## config.mk

```make
export PLATFORM = sky130hd
export DESIGN_NAME = can_fault_confine
export DESIGN_NICKNAME = d
export VERILOG_FILES = /design/src/rtl/can_fc_pkg.sv /design/src/rtl/can_fc_counter.sv /design/src/rtl/can_fc_capture.sv /design/src/rtl/can_fault_confine.sv
export SDC_FILE = /design/constraint.sdc
export NUM_CORES = 1
export LEC_CHECK = 0
export BUFFER_PORTS_ARGS = -buffer_cell sky130_fd_sc_hd__buf_2
export CAP_MARGIN = 20
export CORE_MARGIN = 1
export CORE_UTILIZATION = 55
export CTS_BUF_LIST = sky130_fd_sc_hd__clkbuf_8 sky130_fd_sc_hd__clkbuf_16
export DETAILED_ROUTE_END_ITERATION = 12
export PLACE_DENSITY_LB_ADDON = 0.2
export SKIP_LAST_GASP = 1
export SYNTH_ARGS = -nofsm -noshare
export SYNTH_HDL_FRONTEND = slang
export SYNTH_SLANG_ARGS = --single-unit
```

## constraint.sdc

```tcl
create_clock -name clk_i -period 3.1 [get_ports clk_i]
set_input_delay 0.31 -clock clk_i [delete_from_list [all_inputs] [get_ports clk_i]]
set_output_delay 0.31 -clock clk_i [all_outputs]
set_load 0.05 [all_outputs]
```

## src/rtl/can_fc_pkg.sv

```systemverilog
package can_fc_pkg;
  typedef enum logic [1:0] {
    ERR_BIT   = 2'b00,
    ERR_FORM  = 2'b01,
    ERR_STUFF = 2'b10,
    ERR_OTHER = 2'b11
  } err_kind_e;

  typedef enum logic [1:0] {
    ADDR_TXCNT = 2'd0,
    ADDR_RXCNT = 2'd1,
    ADDR_LIMIT = 2'd2,
    ADDR_CAPT  = 2'd3
  } reg_addr_e;
endpackage

```

## src/rtl/can_fc_counter.sv

```systemverilog
module can_fc_counter #(
  parameter int unsigned CNT_W   = 8,
  parameter int unsigned ERR_INC = 1
) (
  input  logic             clk_i,
  input  logic             rst_ni,
  input  logic             clear_i,
  input  logic             hold_i,
  input  logic             wr_en_i,
  input  logic [CNT_W-1:0] wr_data_i,
  input  logic             err_i,
  input  logic             ok_i,
  output logic [CNT_W-1:0] cnt_o,
  output logic             ovf_o
);
  logic [CNT_W-1:0] cnt_q;
  logic [CNT_W:0]   sum;

  assign sum   = {1'b0, cnt_q} + (CNT_W+1)'(ERR_INC);
  assign ovf_o = err_i && !hold_i && sum[CNT_W];
  assign cnt_o = cnt_q;

  // priority: clear, write, freeze, error, success
  always_ff @(posedge clk_i or negedge rst_ni) begin
    if (!rst_ni)             cnt_q <= '0;
    else if (clear_i)        cnt_q <= '0;
    else if (wr_en_i)        cnt_q <= wr_data_i;
    else if (!hold_i) begin
      if (err_i)             cnt_q <= sum[CNT_W] ? '1 : sum[CNT_W-1:0];
      else if (ok_i && cnt_q != '0) cnt_q <= cnt_q - 1'b1;
    end
  end

  assert_floor_R3: assert property (@(posedge clk_i) disable iff (!rst_ni)
    (ok_i && !err_i && !hold_i && !wr_en_i && !clear_i && cnt_q == '0) |=> cnt_q == '0);

  assert_hold_R8: assert property (@(posedge clk_i) disable iff (!rst_ni)
    (hold_i && !clear_i && !wr_en_i) |=> $stable(cnt_q));
endmodule

```

## src/rtl/can_fc_capture.sv

```systemverilog
module can_fc_capture
  import can_fc_pkg::*;
#(
  parameter int unsigned SEG_W = 5,
  localparam int unsigned CAP_W = SEG_W + 3
) (
  input  logic             clk_i,
  input  logic             rst_ni,
  input  logic             en_i,
  input  logic             tx_err_i,
  input  logic             rx_err_i,
  input  err_kind_e        kind_i,
  input  logic [SEG_W-1:0] seg_i,
  output logic [CAP_W-1:0] cap_o
);
  logic [CAP_W-1:0] cap_q;

  // transmit direction wins when both pulses coincide
  always_ff @(posedge clk_i or negedge rst_ni) begin
    if (!rst_ni) cap_q <= '0;
    else if (en_i && (tx_err_i || rx_err_i))
      cap_q <= {kind_i, !tx_err_i, seg_i};
  end

  assign cap_o = cap_q;

  assert_tx_dir_R11: assert property (@(posedge clk_i) disable iff (!rst_ni)
    (en_i && tx_err_i) |=> !cap_q[SEG_W]);

  assert_rx_dir_R11: assert property (@(posedge clk_i) disable iff (!rst_ni)
    (en_i && rx_err_i && !tx_err_i) |=> cap_q[SEG_W]);

  assert_frozen_R12: assert property (@(posedge clk_i) disable iff (!rst_ni)
    !en_i |=> $stable(cap_q));
endmodule

```

## src/rtl/can_fault_confine.sv

```systemverilog
module can_fault_confine
  import can_fc_pkg::*;
#(
  parameter int unsigned CNT_W       = 8,
  parameter int unsigned SEG_W       = 5,
  parameter int unsigned TX_ERR_INC  = 8,
  parameter int unsigned RX_ERR_INC  = 1,
  parameter int unsigned PASSIVE_THR = 127,
  parameter int unsigned LIMIT_RST   = 96,
  localparam int unsigned CAP_W = SEG_W + 3,
  localparam int unsigned DW    = (CNT_W > CAP_W) ? CNT_W : CAP_W
) (
  input  logic             clk_i,
  input  logic             rst_ni,
  input  logic             reset_mode_i,
  input  logic             listen_only_i,
  input  logic             tx_err_i,
  input  logic             rx_err_i,
  input  logic             tx_ok_i,
  input  logic             rx_ok_i,
  input  logic [1:0]       err_kind_i,
  input  logic [SEG_W-1:0] err_seg_i,
  input  logic             reg_wr_i,
  input  logic [1:0]       reg_addr_i,
  input  logic [DW-1:0]    reg_wdata_i,
  output logic [DW-1:0]    reg_rdata_o,
  output logic             warn_o,
  output logic             passive_o,
  output logic             bus_off_o,
  output logic [CAP_W-1:0] err_capture_o
);
  logic [CNT_W-1:0] tx_cnt, rx_cnt, limit_q;
  logic             bus_off_q, tx_ovf, rx_ovf_unused;
  logic             hold, clear, wr_ok;
  logic [CNT_W-1:0] wdata;

  assign hold  = reset_mode_i || listen_only_i || bus_off_q;
  assign clear = reset_mode_i && bus_off_q;
  assign wr_ok = reg_wr_i && reset_mode_i;
  assign wdata = reg_wdata_i[CNT_W-1:0];

  can_fc_counter #(.CNT_W(CNT_W), .ERR_INC(TX_ERR_INC)) i_tx_cnt (
    .clk_i, .rst_ni, .clear_i(clear), .hold_i(hold),
    .wr_en_i(wr_ok && reg_addr_i == ADDR_TXCNT), .wr_data_i(wdata),
    .err_i(tx_err_i), .ok_i(tx_ok_i), .cnt_o(tx_cnt), .ovf_o(tx_ovf)
  );

  // receive overflow saturates only, it never leads to bus-off
  can_fc_counter #(.CNT_W(CNT_W), .ERR_INC(RX_ERR_INC)) i_rx_cnt (
    .clk_i, .rst_ni, .clear_i(clear), .hold_i(hold),
    .wr_en_i(wr_ok && reg_addr_i == ADDR_RXCNT), .wr_data_i(wdata),
    .err_i(rx_err_i), .ok_i(rx_ok_i), .cnt_o(rx_cnt), .ovf_o(rx_ovf_unused)
  );

  can_fc_capture #(.SEG_W(SEG_W)) i_capture (
    .clk_i, .rst_ni, .en_i(!reset_mode_i),
    .tx_err_i, .rx_err_i, .kind_i(err_kind_e'(err_kind_i)), .seg_i(err_seg_i),
    .cap_o(err_capture_o)
  );

  always_ff @(posedge clk_i or negedge rst_ni) begin
    if (!rst_ni)                                  limit_q <= CNT_W'(LIMIT_RST);
    else if (wr_ok && reg_addr_i == ADDR_LIMIT)   limit_q <= wdata;
  end

  always_ff @(posedge clk_i or negedge rst_ni) begin
    if (!rst_ni)     bus_off_q <= 1'b0;
    else if (clear)  bus_off_q <= 1'b0;
    else if (tx_ovf) bus_off_q <= 1'b1;
  end

  assign warn_o    = (tx_cnt >= limit_q) || (rx_cnt >= limit_q);
  assign passive_o = ((tx_cnt > CNT_W'(PASSIVE_THR)) || (rx_cnt > CNT_W'(PASSIVE_THR)))
                     && !bus_off_q;
  assign bus_off_o = bus_off_q;

  always_comb begin
    case (reg_addr_e'(reg_addr_i))
      ADDR_TXCNT: reg_rdata_o = DW'(tx_cnt);
      ADDR_RXCNT: reg_rdata_o = DW'(rx_cnt);
      ADDR_LIMIT: reg_rdata_o = DW'(limit_q);
      default:    reg_rdata_o = DW'(err_capture_o);
    endcase
  end

  assert_busoff_entry_R6: assert property (@(posedge clk_i) disable iff (!rst_ni)
    tx_ovf |=> bus_off_o);

  assert_busoff_sticky_R7: assert property (@(posedge clk_i) disable iff (!rst_ni)
    (bus_off_o && !reset_mode_i) |=> bus_off_o);

  assert_busoff_exit_R7: assert property (@(posedge clk_i) disable iff (!rst_ni)
    (bus_off_o && reset_mode_i) |=> (!bus_off_o && tx_cnt == '0 && rx_cnt == '0));

  assert_frozen_busoff_R6: assert property (@(posedge clk_i) disable iff (!rst_ni)
    (bus_off_o && !reset_mode_i) |=> ($stable(tx_cnt) && $stable(rx_cnt)));

  assert_limit_locked_R9: assert property (@(posedge clk_i) disable iff (!rst_ni)
    !reset_mode_i |=> $stable(limit_q));

  assert_listen_R8: assert property (@(posedge clk_i) disable iff (!rst_ni)
    (listen_only_i && !reset_mode_i) |=> ($stable(tx_cnt) && $stable(rx_cnt)));
endmodule

```

-- After elaboration in Yosys (flattened, before gate mapping)
Cells that the tools add are included.
- equality and inequality tests: 4
- $lt $le $gt $ge: 4
- reduce and logical (&&, ||, !) cells: 28
- $add $sub $neg: 4
- muxes and demuxes: 15
- operators by type and width (operator ; count):
    $mux 8 ; 12
    $pmux 8 s3 ; 1
    $ge 8x8->1 ; 2
    $gt 8x7->1 const B ; 2
    $reduce_bool 8->1 ; 2
    $sub 8x1->8 const B ; 2
    $logic_and 1x1->1 ; 11
    $add 8x1->9 const B ; 1
    $add 8x4->9 const B ; 1
    $reduce_bool 4->1 ; 2
    $ne 3x3->1 const B ; 2
    $logic_or 1x1->1 ; 5
    $logic_not 1->1 ; 4
    $reduce_and 2->1 ; 2
    $eq 2x1->1 const B ; 1
    $eq 2x2->1 const B ; 1
    $logic_not 2->1 ; 1
    $mux 1 ; 2
    $reduce_bool 2->1 ; 1
- register bits: 33
- bits of input ports: 26
- word-level logic and storage cells: 60

-- Longest topological paths before layout
Gate-level depths: netlist of the first run.
- depth after elaboration: 7
- gate-level depth with buffers: 8
- mapped depth without buffers: 8

-- Cells and area by module
From an unflattened synthesis of the first run, not the netlist that was laid out.
- cell total of the unflattened synthesis: 300
- area, all modules: 2954.1 µm²
- by module, submodules not included (module ; cells an instance ; times used ; seq. area each (µm²) ; area each (µm²)):
    can_fault_confine ; 85 ; 1 ; 227.7 ; 940.9
    can_fc_counter (i_rx_cnt) ; 104 ; 1 ; 200.2 ; 877.1
    can_fc_counter (i_tx_cnt) ; 93 ; 1 ; 200.2 ; 830.8
    can_fc_capture ; 18 ; 1 ; 200.2 ; 305.3

-- Worst setup path after synthesis of the first run
No wires, ideal clock.
- kind: reg-to-output
- from: register i_rx_cnt.cnt_q[0], in the netlist i_rx_cnt.cnt_o[0]
- to: output port warn_o
- cell stages (with the launch flop): 9
- arrival: 1.824 ns
- data required time: 2.790 ns
- buffers on the path: 0
- setup slack: 0.966 ns
- cells stage by stage: dfrtp_1 -> inv_1 -> ha_1 -> nand2b_1 -> a21oi_1 -> nor2b_1 -> o21ai_0 -> a21oi_1 -> or3_1
- cells in the longest elaborated chain, start to end: 2
- RTL lines (element ; line ; text):
    from (decl) ; can_fc_counter.sv:16 ; logic [CNT_W-1:0] cnt_q;
    from (signal assigned) ; can_fc_counter.sv:27 ; else if (wr_en_i) cnt_q <= wr_data_i;
    from (signal assigned) ; can_fc_counter.sv:29 ; if (err_i) cnt_q <= sum[CNT_W] ? '1 : sum[CNT_W-1:0];
    from (signal assigned) ; can_fc_counter.sv:30 ; else if (ok_i && cnt_q != '0) cnt_q <= cnt_q - 1'b1;
    $ge 8x8->1 ; can_fault_confine.sv:72 ; assign warn_o = (tx_cnt >= limit_q) || (rx_cnt >= limit_q);
    $logic_or 1x1->1 ; can_fault_confine.sv:72 ;
    to (decl) ; can_fault_confine.sv:27 ; output logic warn_o,
No other way between the ends.

-- Final worst setup path of the first run
Same ends and word-level chain as after synthesis.

==> results of run 1 <==
[where the power goes]
group | internal [mW] | leakage [nW] | switching [mW] | total (mW)
Sequential | 0.532 | 0.392 | 0.217 | 0.748
Combinational | 0.388 | 0.880 | 0.586 | 0.974
Clock | 0.175 | 0.0433 | 0.162 | 0.337
Total | 1.10 | 1.32 | 0.964 | 2.06
[through the flow]
stage	utilization	setup WS [ps]	hold WS, ps	area, um^2	std cells
final	0.635	487	84.9	3020	392
after global routing	0.635	351	145	3020	392
after CTS	0.635	481	107	3020	392
after detailed placement	0.616	792	419	2930	385
after global placement	0.616	857	422	2930	385
after floorplan	-	966	14.4	2720	288
[cells in the mapped netlist, drive strengths merged, types with 7 or more instances]
cell   number  area [um^2]
a21oi      14         70.1
buf        12         96.3
dfrtp      31          776
ha         23          288
inv        17         63.8
mux2       15          169
mux4        8          184
nand2      23         86.3
nand3       8         40.0
nor2       24         92.6
nor3        7         40.0
o21ai      27          143
o31ai       7         66.3
[layout make-up]
| class | count | share of cell area |
|---|---|---|
| Tap cell | 67 | 0.0278 |
| Sequential cell | 33 | 0.274 |
| Inverter | 17 | 0.0211 |
| Timing Repair Buffer | 45 | 0.0755 |
| Multi-Input combinational cell | 223 | 0.571 |
| Clock buffer | 6 | 0.0274 |
| Clock inverter | 1 | 0.00249 |
[path summary, 6_finish.rpt]
path | cells past startpoint | slack, ps | end | start
worst max-delay path | 9 | 490 | warn_o | i_rx_cnt.cnt_o[0]
max in group asynchronous | 1 | 2520 | i_rx_cnt.cnt_o[0] | rst_ni
min in group clk_i | 2 | 250 | i_capture.cap_o[3] | err_seg_i[3]
worst min-delay path | 1 | 80 | i_tx_cnt.cnt_o[4] | rst_ni
worst min register to register | 1 | 540 | limit_q[3] | limit_q[3]
worst max register to register | 6 | 970 | i_tx_cnt.cnt_o[6] | bus_off_o
[cell families (layout without fill, tap and decap cells)]
logic type,count (synthesis),in the layout,synth area share
AOI/OAI and AO/OA,80,80,0.197
xor gates and xnor gates,6,6,0.0193
adders and majority gates,23,23,0.106
buffers and inverters,32,69,0.0629
DFF,33,33,0.304
muxes,26,26,0.141
and+or+nand+nor,88,88,0.170
[sequential cells by signal (all words and copies together) (netlist names)]
| name | count |
|---|---|
| i_capture.cap_o | 8 |
| i_rx_cnt.cnt_o | 8 |
| i_tx_cnt.cnt_o | 8 |
| limit_q | 8 |
| bus_off_o | 1 |
[layer usage]
| metal | wire length [um] | GRT usage | up-vias |
|---|---|---|---|
| li1 | - | - | 1148 |
| met1 | 3200 | 0.422 | 1161 |
| met2 | 3400 | 0.459 | 109 |
| met3 | 508 | 0.0458 | 20 |
| met4 | 148 | 0.0806 | 0 |
| met5 | 0 | 0 | - |
==> impl_results.md, run 1 <==
- RSZ-0062 raised after global routing: no
- Most common cell after layout, fill and taps aside: buf_2
- CTS buffer count: 5
- Power Density: 683 nW/um^2
- Die Width: 72.4 um
- Pin slew with the least headroom to its limit: 762 ps
- Largest net degree at the start of global routing: 34
- CTS max path bufs: 2
- Synth Area per Inst: 9.46 um^2
- DRC: 0
- Post-Route WL: 7270 um
- Slew Viols, Final: 0
- GR Overflow Total: 0
- Post-synthesis cell type count: 60
- Worst hold path type: input pin to asynchronous set/reset pin
- Min Tclk post-route: 2610 ps
- CP bufs+invs: 2
- Cell family with most CP delay: simple AND/OR/NAND/NOR gates
- Hold_buf cts: 0
- Area of the multi-input gates: 1720 um^2
- Critical Path RT: 2790 ps
- Async S/R FF share, synth: 1.00
- Peak supply drop: 0.403 mV
- HPWL Detailed: 5340 um
- DRT iter0 DRCs: 253
- Antenna Nets Post-Route: 0
- CTS clk-pin slew, worst paths: 70 ps
- Rows: 25
- Max Clk Rate: 383 MHz
- Vias/cell: 6.22
- Antenna cells: 0
- I/O pins: 45
- Final setup violation count: 0
- Worst setup EP type: primary output
- Ys Warns: 0
- GP Congestion: 0.920
- Status: finished clean
- CP cell instances: inv_1, ha_1, nand2b_1, a21oi_1, nor2b_1, o21ai_0, a21oi_1, or3_1, buf_2
- Worst setup path category: flip-flop to primary output
- Most used cell, CP: a21oi_1
- Nets: 374
- Cells after Synth: 288
- Slew margin rel.: 0.492
- Die ar.: 5240 um^2
- EDFF count, synth: 0
- Setup repair bufs after CTS: 0
- Mapped Area: 2720 um^2
- CTS tree: yes
- Total GRT Usage: 0.293
- DR vias: 2438
- Post-Syn Nets: 337
- FF+latch area: 828 um^2
- Port buffer count: 44
- Syn-to-layout area delta: 10.8%
- Max Cap Violations: 0
- Commonest cells after routing, fill and taps aside: buf_2, dfrtp_1, o21ai_0
- CP max FO: 6
- PostCTS Resize Cnt: 0
- Clk_lat worst skew: 290 ps
- Seq/Total Area, Yosys: 0.304
- Critical path's slowest cell: dfrtp_1
- Crit share post-route: 0.843
- Initial Util: 0.573
- Root Buffer: clkbuf_8
- Worst path max stage delay: 420 ps
- Yosys reg bits: 33
- First-pass GRT wire length: 11500 um
- Setup crit start kind: flip-flop
- TritonCTS sink count: 33
- Initial antenna violation count: 0
- Final hold violation count: 0
- Wire length per cell: 18.5 um
- Drt pass-1 iters: 4
- Pleak: 1.32 nW
- Core area: 4750 um^2
- Final Power: 2.06 mW
- Share of cells above drive strength 1: 0.268
- Final setup TNS: 0 ps
- Worst path arrival time: 2300 ps
- Ys flop type: dfrtp_1
- Die height: 72.4 um
- Fill count: 414
- Vias in the first global route: 2216
- Clock skew: 9.42 ps
- Htree depth: 2
Note: power is estimated with default switching activity, not from simulation.
==> run 2, diff against run 1 <==
==> constraint.sdc (replaced) <==
create_clock -name clk_i -period 2.5 [get_ports clk_i]
set_input_delay 0.25 -clock clk_i [delete_from_list [all_inputs] [get_ports clk_i]]
set_output_delay 0.25 -clock clk_i [all_outputs]
set_load 0.05 [all_outputs]
==> run 2 against run 1 <==
Effect of this change: non-clock buffer count grew 9; count of clock-buffer cells in the layout unchanged; design area increased by 2.7%; global-route usage rose by 1.3 points; clock power is 22% higher; sequential share of layout area decreased by 0.68 points; final cell count grew 2.3%; combinational power rose by 46%; setup slack worse by 400 ps; wire length grew 2.5%; critical path type unchanged; critical endpoint unchanged.
==> impl_results.md, run 2 (synthesized netlist as in run 1, its figures left out) <==
- Finished Layout Cells: 401
- Rows: 25
- Die height: 72.4 um
- Die Width: 72.4 um
- TritonCTS sink count: 33
- Slew margin rel.: 0.494
- Share of cells above drive strength 1: 0.296
- Slew Viols, Final: 0
- Htree depth: 2
- Dpl cells: 392
- Antenna cells: 0
- Max Cap Violations: 0
- DR vias: 2536
- GP Congestion: 0.939
- Crit share post-route: 0.965
- Most common cell after layout, fill and taps aside: buf_2
- Final hold violation count: 0
- Final setup TNS: 0 ps
- Nets: 383
- First-pass GRT wire length: 12000 um
- Core area: 4750 um^2
- Pin slew with the least headroom to its limit: 759 ps
- Total GRT Usage: 0.306
- Post-Route WL: 7450 um
- Peak supply drop: 0.510 mV
- Wire length per cell: 18.6 um
- Min Tclk post-route: 2410 ps
- Status: finished clean
- Syn-to-layout area delta: 13.8%
- DRT iter0 DRCs: 219
- DRC: 0
- Max Clk Rate: 415 MHz
- Die ar.: 5240 um^2
- Commonest cells after routing, fill and taps aside: buf_2, dfrtp_1
- HPWL Detailed: 5390 um
- I/O pins: 45
- Final setup violation count: 0
- CTS tree: yes
- Clk_lat worst skew: 280 ps
- Worst setup path category: flip-flop to primary output
- Initial antenna violation count: 0
- Antenna Nets Post-Route: 0
- GR Overflow Total: 0
- Root Buffer: clkbuf_8
- Utilization after layout: 0.652
- Setup crit start kind: flip-flop
- Power Density: 862 nW/um^2
- CTS clk-pin slew, worst paths: 70 ps
- Vias/cell: 6.32
- Initial Util: 0.573
- Worst setup EP type: primary output
- CTS max path bufs: 2
- CTS buffer count: 5
- Critical Path RT: 2250 ps
- Clock skew: 8.35 ps
- Port buffer count: 44
- Worst hold path type: input pin to asynchronous set/reset pin
- Pleak: 1.36 nW
- Vias in the first global route: 2349
- Drt pass-1 iters: 5
- Worst path arrival time: 2160 ps
- CP max FO: 3
- Largest net degree at the start of global routing: 34
[run 2: changes by cell type in the layout (fill, tap and decap cells not counted), sizes merged]
cell	change
buf	+9
[run 2: per-stage QoR]
| stage | power, mW | area (um^2) | worst slack (ps) | hold WS, ps |
|---|---|---|---|---|
| after floorplan | 1.85 | 2720 | 426 | -45.6 |
| after global placement | 2.16 | 2980 | 319 | 361 |
| after detailed placement | 2.19 | 2980 | 295 | 364 |
| after CTS | 2.62 | 3070 | 1.72 | 58.5 |
| after global routing | 2.85 | 3100 | -1.42 | 87.8 |
| final | 2.67 | 3100 | 87.7 | 23.4 |
[run 2: per-layer routing]
layer | track usage | vias up | wire length, um
li1 | - | 1169 | -
met1 | 0.439 | 1200 | 3310
met2 | 0.457 | 148 | 3340
met3 | 0.0486 | 19 | 540
met4 | 0.137 | 0 | 256
met5 | 0 | - | 0
[run 2: area by class of cell]
type                            count  area [um^2]
Timing Repair Buffer               54          302
Multi-Input combinational cell    223         1730
Sequential cell                    33          830
Tap cell                           67         83.8
Clock inverter                      1         7.51
Fill cell                         411         1660
Inverter                           17         66.3
Clock buffer                        6         82.6
[run 2: final timing paths]
check,from,end,slack (ps),cells after the start
setup / recovery,limit_q[5],warn_o,90,8
hold / removal,rst_ni,i_tx_cnt.cnt_o[7],20,1
setup reg to reg,bus_off_o,i_tx_cnt.cnt_o[6],440,6
hold reg to reg,limit_q[4],limit_q[4],550,1
max in group asynchronous,rst_ni,i_rx_cnt.cnt_o[0],1940,1
min in group clk_i,err_kind_i[1],i_capture.cap_o[7],190,2
[run 2: where the power goes]
group,internal [mW],total (mW),switching (mW)
logic,0.565,1.42,0.853
clock network,0.217,0.411,0.194
registers,0.662,0.841,0.179
[run 2: what timing repair did]
item / 4_1_cts / 5_1_grt
hold endpoints to repair: 0 / 0
cloned: 0 / 0
buffers inserted: 0 / 2
pin swaps: 0 / 0
endpoints found under the setup margin: 1 / 1
hold buffers: 0 / 0
gates resized for setup: 1 / 7
[run 2: worst max-delay path: stages, from the launching register on]
cell,delay [ps]
dfstp_2,540
inv_1,60
ha_1,320
a21oi_2,120
nor2b_1,50
o21ai_0,160
nand2_1,70
or3_1,390
buf_6,170
